`config.mk`:
```
export PLATFORM = sky130hd
export DESIGN_NAME = dpll_mode_ctrl
export DESIGN_NICKNAME = d
export VERILOG_FILES = /design/src/rtl/dpll_mode_ctrl.sv
export SDC_FILE = /design/constraint.sdc
export NUM_CORES = 1
export LEC_CHECK = 0
export ABC_CLOCK_PERIOD_IN_PS = 1300
export BUFFER_PORTS_ARGS = -buffer_cell sky130_fd_sc_hd__buf_4
export CORE_AREA = 10 10 47 49
export CTS_CLUSTER_DIAMETER = 80
export CTS_CLUSTER_SIZE = 28
export DETAILED_ROUTE_END_ITERATION = 7
export DIE_AREA = 0 0 57 59
export GPL_ROUTABILITY_DRIVEN = 0
export PLACE_DENSITY_LB_ADDON = 0.15
export SLEW_MARGIN = 40
export SYNTH_ARGS = -nofsm -noshare
export SYNTH_HDL_FRONTEND = slang
export SYNTH_SLANG_ARGS = --single-unit
```
`constraint.sdc`:
```
create_clock -name clk -period 1.3 [get_ports clk]
set_input_delay 0.26 -clock clk [delete_from_list [all_inputs] [get_ports clk]]
set_output_delay 0.26 -clock clk [all_outputs]
set_load 0.03 [all_outputs]
```
`src/rtl/dpll_mode_ctrl.sv`:
```
module dpll_mode_ctrl (
  input  logic       clk,
  input  logic       rst_n,
  input  logic       norm_req,
  input  logic       ref_bad,
  input  logic [1:0] ref_sel,
  input  logic       ref_swap,
  input  logic       hitless,
  input  logic       tie_done,
  output logic [1:0] mode,
  output logic       align_pulse,
  output logic       tie_start,
  output logic       hold_en
);
  localparam logic [1:0] M_HOLD = 2'b00;
  localparam logic [1:0] M_TIE  = 2'b01;
  localparam logic [1:0] M_NORM = 2'b10;
  localparam logic [1:0] SEL_NONE = 2'b11;

  logic [1:0] state_q, state_d;
  logic [1:0] sel_q;
  logic       primed_q, force_q, force_d;
  logic       bad, changed;

  assign bad     = ref_bad || (ref_sel == SEL_NONE);
  assign changed = (primed_q && (ref_sel != sel_q)) || ref_swap;

  always_comb begin
    state_d = state_q;
    if (!norm_req || changed) begin
      state_d = M_HOLD;
    end else begin
      case (state_q)
        M_HOLD: if (!bad) state_d = (hitless || force_q) ? M_TIE : M_NORM;
        M_TIE:  if (bad) state_d = M_HOLD;
                else if (tie_done) state_d = M_NORM;
        M_NORM: if (bad) state_d = M_HOLD;
        default: state_d = M_HOLD;
      endcase
    end
  end

  assign force_d = changed ? 1'b1 : (state_d == M_NORM) ? 1'b0 : force_q;

  always_ff @(posedge clk or negedge rst_n) begin
    if (!rst_n) begin
      state_q     <= M_HOLD;
      sel_q       <= 2'b00;
      primed_q    <= 1'b0;
      force_q     <= 1'b0;
      align_pulse <= 1'b0;
      tie_start   <= 1'b0;
    end else begin
      state_q     <= state_d;
      sel_q       <= ref_sel;
      primed_q    <= 1'b1;
      force_q     <= force_d;
      align_pulse <= (state_q == M_HOLD) && (state_d == M_NORM);
      tie_start   <= (state_q == M_HOLD) && (state_d == M_TIE);
    end
  end

  assign mode    = state_q;
  assign hold_en = (state_q == M_HOLD);
endmodule

```
# After elaboration in Yosys (flattened, before gate mapping)
# Cells that the tools add are included.
[classes] eq_ne=6 muxes=9 n_reduce_logical=10
[ops] cell="2-bit 2-to-1 mux" n=6
[ops] cell="2-bit equality test, second input constant" n=3
[ops] cell="2-bit case mux with 3 select lines" n=1
[ops] cell="2-bit by 1-bit equality test with 1-bit output, second input constant" n=2
[ops] cell="1-bit logical OR" n=4
[ops] cell="1-bit logical AND" n=3
[ops] cell="2-bit zero test" n=1
[ops] cell="1-bit 2-to-1 mux" n=2
[ops] cell="2-bit != test" n=1
[ops] cell="2-bit nonzero test" n=1
[ops] cell="1-bit zero test" n=1
[totals] regBits=8 inputBits=9 output_inout_bits=5 word_cells=31

# Longest topological paths before layout
[logic_depth] depth_word=8 depth_mapped=3 ltp_nobuf=3

# Worst setup path after synthesis
# OpenSTA, ideal clock, no wires.
[synth_path] kind="register to register" start="register state_q[1] (netlist: mode[1])" end="register tie_start" setup_ps=105 t_arrival_ps=1296 t_required_ps=1195 slack_ps=-101 path_stages_with_launch=3 path_buffers=0 period_less_slack_ps=1401 cell_sequence="dfrtp_1 > nor2_1 > nor4b_1"
[synth_via] elab_cells_between_ends=11 classes_between="eq/ne: 3; mux: 6; reduce/logical: 2"
[synth_lines] element="start, declared" line="20" rtl="logic [1:0] state_q, state_d;"
[synth_lines] element="start signal, assigned" line="54" rtl="state_q <= state_d;"
[synth_lines] element="2-bit zero test *"
[synth_lines] element="named net hold_en" line="13" rtl="output logic hold_en"
[synth_lines] element="2-bit case mux with 3 select lines" line="33" rtl="case (state_q)"
[synth_lines] element="2-bit 2-to-1 mux" line="30" rtl="if (!norm_req || changed) begin"
[synth_lines] element="2-bit by 1-bit equality test with 1-bit output" line="59" rtl="tie_start <= (state_q == M_HOLD) && (state_d == M_TIE);"
[synth_lines] element="1-bit logical AND *" line="59"
[synth_lines] element="end signal, assigned" line="59"
[synth_lines] element="end, declared" line="12" rtl="output logic tie_start,"
# The timed path passes the listed nets; every way through them passes the cells marked *.
# A chain may end at the register's enable or synchronous reset.

# Final worst setup path
[layout_path] start="register state_q[0] (netlist: mode[0])" end="output hold_en"
[layout_via] elab_chain_cells=1
[layout_lines] element="2-bit zero test" line="64" rtl="assign hold_en = (state_q == M_HOLD);"
[layout_lines] element="end, declared" line="13"
# Every way passes these cells.

==> summary.md <==
| Metric | Value |
|---|---|
| Status | complete, no violations |
| Worst setup margin | 0.0523 ns |
| Via count | 318 |
| Setup crit start kind | flop |
| Num CTS Buffers | 3 |
| Top-area cell type share of the netlist area | 54.4% |
| CTS tree | yes |
| Worst-path fanout max | 7 |
| Cells after Synth | 31 |
| Total congestion overflow | 0 |
| PortBufs | 13 |
| Sw frac | 23.1% |
| Syn Std Cell Area | 368 um2 |
| Synth area leader | dfrtp_1 |
| DP HPWL | 738 um |
| P_sw | 0.124 mW |
| Max Slew Vio Count | 0 |
| Layer with the highest usage | met2 |
| WL/cell | 14.0 um |
| Post-Syn Nets | 40 |
| Synth async-reset ratio | 100% |
| Largest net degree at the start of global routing | 9 |
| Ys Warns | 0 |
| Final min period | 1.25 ns |
| Top cells by area, synth | dfrtp_1 54%, xnor2_1 4.8%, a2111oi_2 4.1%, nor2b_4 3.7%, a21boi_2 3.1% |
| EDFF count, synth | 0 |
| Combinational share of power | 13.4% |
| Max_cap viols | 0 |
| Max Freq | 802 MHz |
| Routed wire length | 922 um |
| Final setup viols | 0 |
| Leak Pwr | 0.241 nW |
| Routing usage on met1 | 6.42% |
| Fin crit share | 96.0% |
| DIE WIDTH | 57 um |
| Synth-to-layout area growth | 48.0% |
| Tot Pwr | 0.534 mW |
| Power per Cell Area | 982 nW/um2 |
| Most frequent cell after synthesis | dfrtp_1 |
| Die area | 3360 um2 |
| Layout cells sized above 1 | 52.0% |
| Clock Latency Late Sink | 0.25 ns |
| Worst Setup End Kind | output port |
| Met3 Use GR | 3.22% |
| Library cells used by synthesis | 19 |
| Rows | 14 |
| Critical path data required time | 1.04 ns |
| Vias/cell | 4.82 |
| Avg Synthesized Cell Area | 11.9 um2 |
| Final std cells w/o fill | 66 |
| CP delay by family, top | flip-flops |
| Core ar. | 1400 um2 |
| RSZ-0062 raised after global routing | false |
| I/O pin total | 14 |
| Starting DRC count in detailed routing | 8 |
| List of most frequent post-synthesis cells | 8 x dfrtp_1, 3 x nand2_1, 2 x nor2_1, 2 x nor3_1, 2 x xnor2_1 |
| Critical path's largest stage delay | 0.45 ns |
| Hold_ws | 0.139 ns |
| Initial antenna violation count | 0 |
| Clock power frac | 37.8% |
| Peak VDD IR | 0.462 mV |
| Die height | 59 um |
| Seq pwr share | 48.8% |
| Root Buffer Master | clkbuf_4 |
| CTS sink cnt | 8 |
| Sequential element share of the synthesized area | 54.4% |
| Critical path arrival | 0.99 ns |
| Clk buf depth | 2 |
| Clk slew on worst S/H paths | 0.05 ns |
| Setup WS pre-CTS | 0.0809 ns |
| Crit path cell chain | nor2_4 -> buf_6 |
| Starting Density | 26.3% |
| GRT Overall Usage | 5.70% |
| Residual DRC count | 0 |
| FF+latch count, synth | 8 |
| Crit-path slowest cell | dfrtp_2 |
| Vias in the first global route | 312 |
| Met2 Use GR | 7.91% |
| Worst path buffer plus inverter count | 1 |
| First-pass GRT wire length | 1470 um |
| Layout net count | 60 |
| Pre-Repair DR Iteration Count | 4 |
| N_diodes | 0 |
| Hold crit path type | input pin to flop |
| Kind of critical path | flop to output port |
| Post-Route Skew | 0.00194 ns |
| Final ANT Viol Nets | 0 |
| H-tree depth | 1 |
| Inst Count DP | 60 |
| Most used DFF post-synth | dfrtp_1 |
| Fin. Hold Viols | 0 |
| Cell Int Power | 0.411 mW |
| Sum Neg Setup Slack | 0 ns |
-- logic make-up (layout without fill, tap and decap cells) --
group                  Yosys count  count (layout)  synth area share [%]
other                            1               1                  1.02
AO/OA/AOI/OAI                    7               7                  17.7
XOR/XNOR                         2               2                  4.76
buffers and inverters            1              20                  1.02
AND/OR/NAND/NOR                 12              12                  21.1
flip-flops                       8               8                  54.4
-- power groups by stage --
| stage | Combinational, mW | Clock, mW | Sequential [mW] |
|---|---|---|---|
| 2_1_floorplan | 0.0263 | 0 | 0.268 |
| 3_3_place_gp | 0.0658 | 0 | 0.264 |
| 3_5_place_dp | 0.0664 | 0 | 0.265 |
| 4_1_cts | 0.0699 | 0.215 | 0.261 |
| 5_1_grt | 0.0781 | 0.224 | 0.262 |
| 6_report | 0.0714 | 0.202 | 0.261 |
-- cell usage in the layout (no fill, tap or decap), types with 2 or more instances in the layout --
master	synthesis	layout
dfrtp_1	8	6
nand2_1	3	3
buf_4	0	13
clkbuf_4	0	3
xnor2_1	2	2
nor3_1	2	2
dfrtp_2	0	2
-- worst register-to-register path, cell delays in order, from the launching register on --
cell       delay (ns)
dfrtp_2          0.45
and3b_2          0.27
o2111ai_1        0.12
a211o_1          0.29
-- layer usage --
metal | vias to the layer above | routed length (um)
met4 | 0 | 0
met3 | 0 | 95
met1 | 156 | 411
met5 | - | 0
li1 | 148 | -
met2 | 14 | 416
-- metrics by stage --
step | utilization, % | instance area, um2
6_report | 38.8 | 544
4_1_cts | 38.2 | 536
3_3_place_gp | 35.0 | 490
5_1_grt | 38.8 | 544
2_1_floorplan | - | 373
3_5_place_dp | 35.0 | 490
-- sequential cells by signal, summed over array words and instances, names as in the netlist --
name / cells
tie_start: 1
align_pulse: 1
mode: 2
force_q: 1
primed_q: 1
sel_q: 2
-- what timing repair did --
item,4_1_cts,5_1_grt
gates resized for setup,2,1
endpoints found under the setup margin,1,2
hold buffers,1,0
pin swaps,0,1
buffers inserted,0,1
endpoints found under the hold margin,8,0
-- final cells by class --
type	instances	area, um2
Fill cell	163	857
Multi-Input combinational cell	22	173
Timing Repair Buffer	15	119
Clock buffer	4	26.3
Tap cell	16	20.0
Sequential cell	8	203
Inverter	1	3.75
-- worst paths after layout --
kind	startpoint	endpoint	slack (ns)	cells past startpoint
max reg2reg	mode[1]	force_q	0.06	3
min reg2reg	force_q	force_q	0.53	1
min	ref_sel[1]	sel_q[1]	0.14	1
max	mode[0]	hold_en	0.05	2
max in group asynchronous	rst_n	mode[0]	0.80	2
min in group asynchronous	rst_n	align_pulse	0.36	2
No activity file was read; power rests on OpenSTA's default activity.
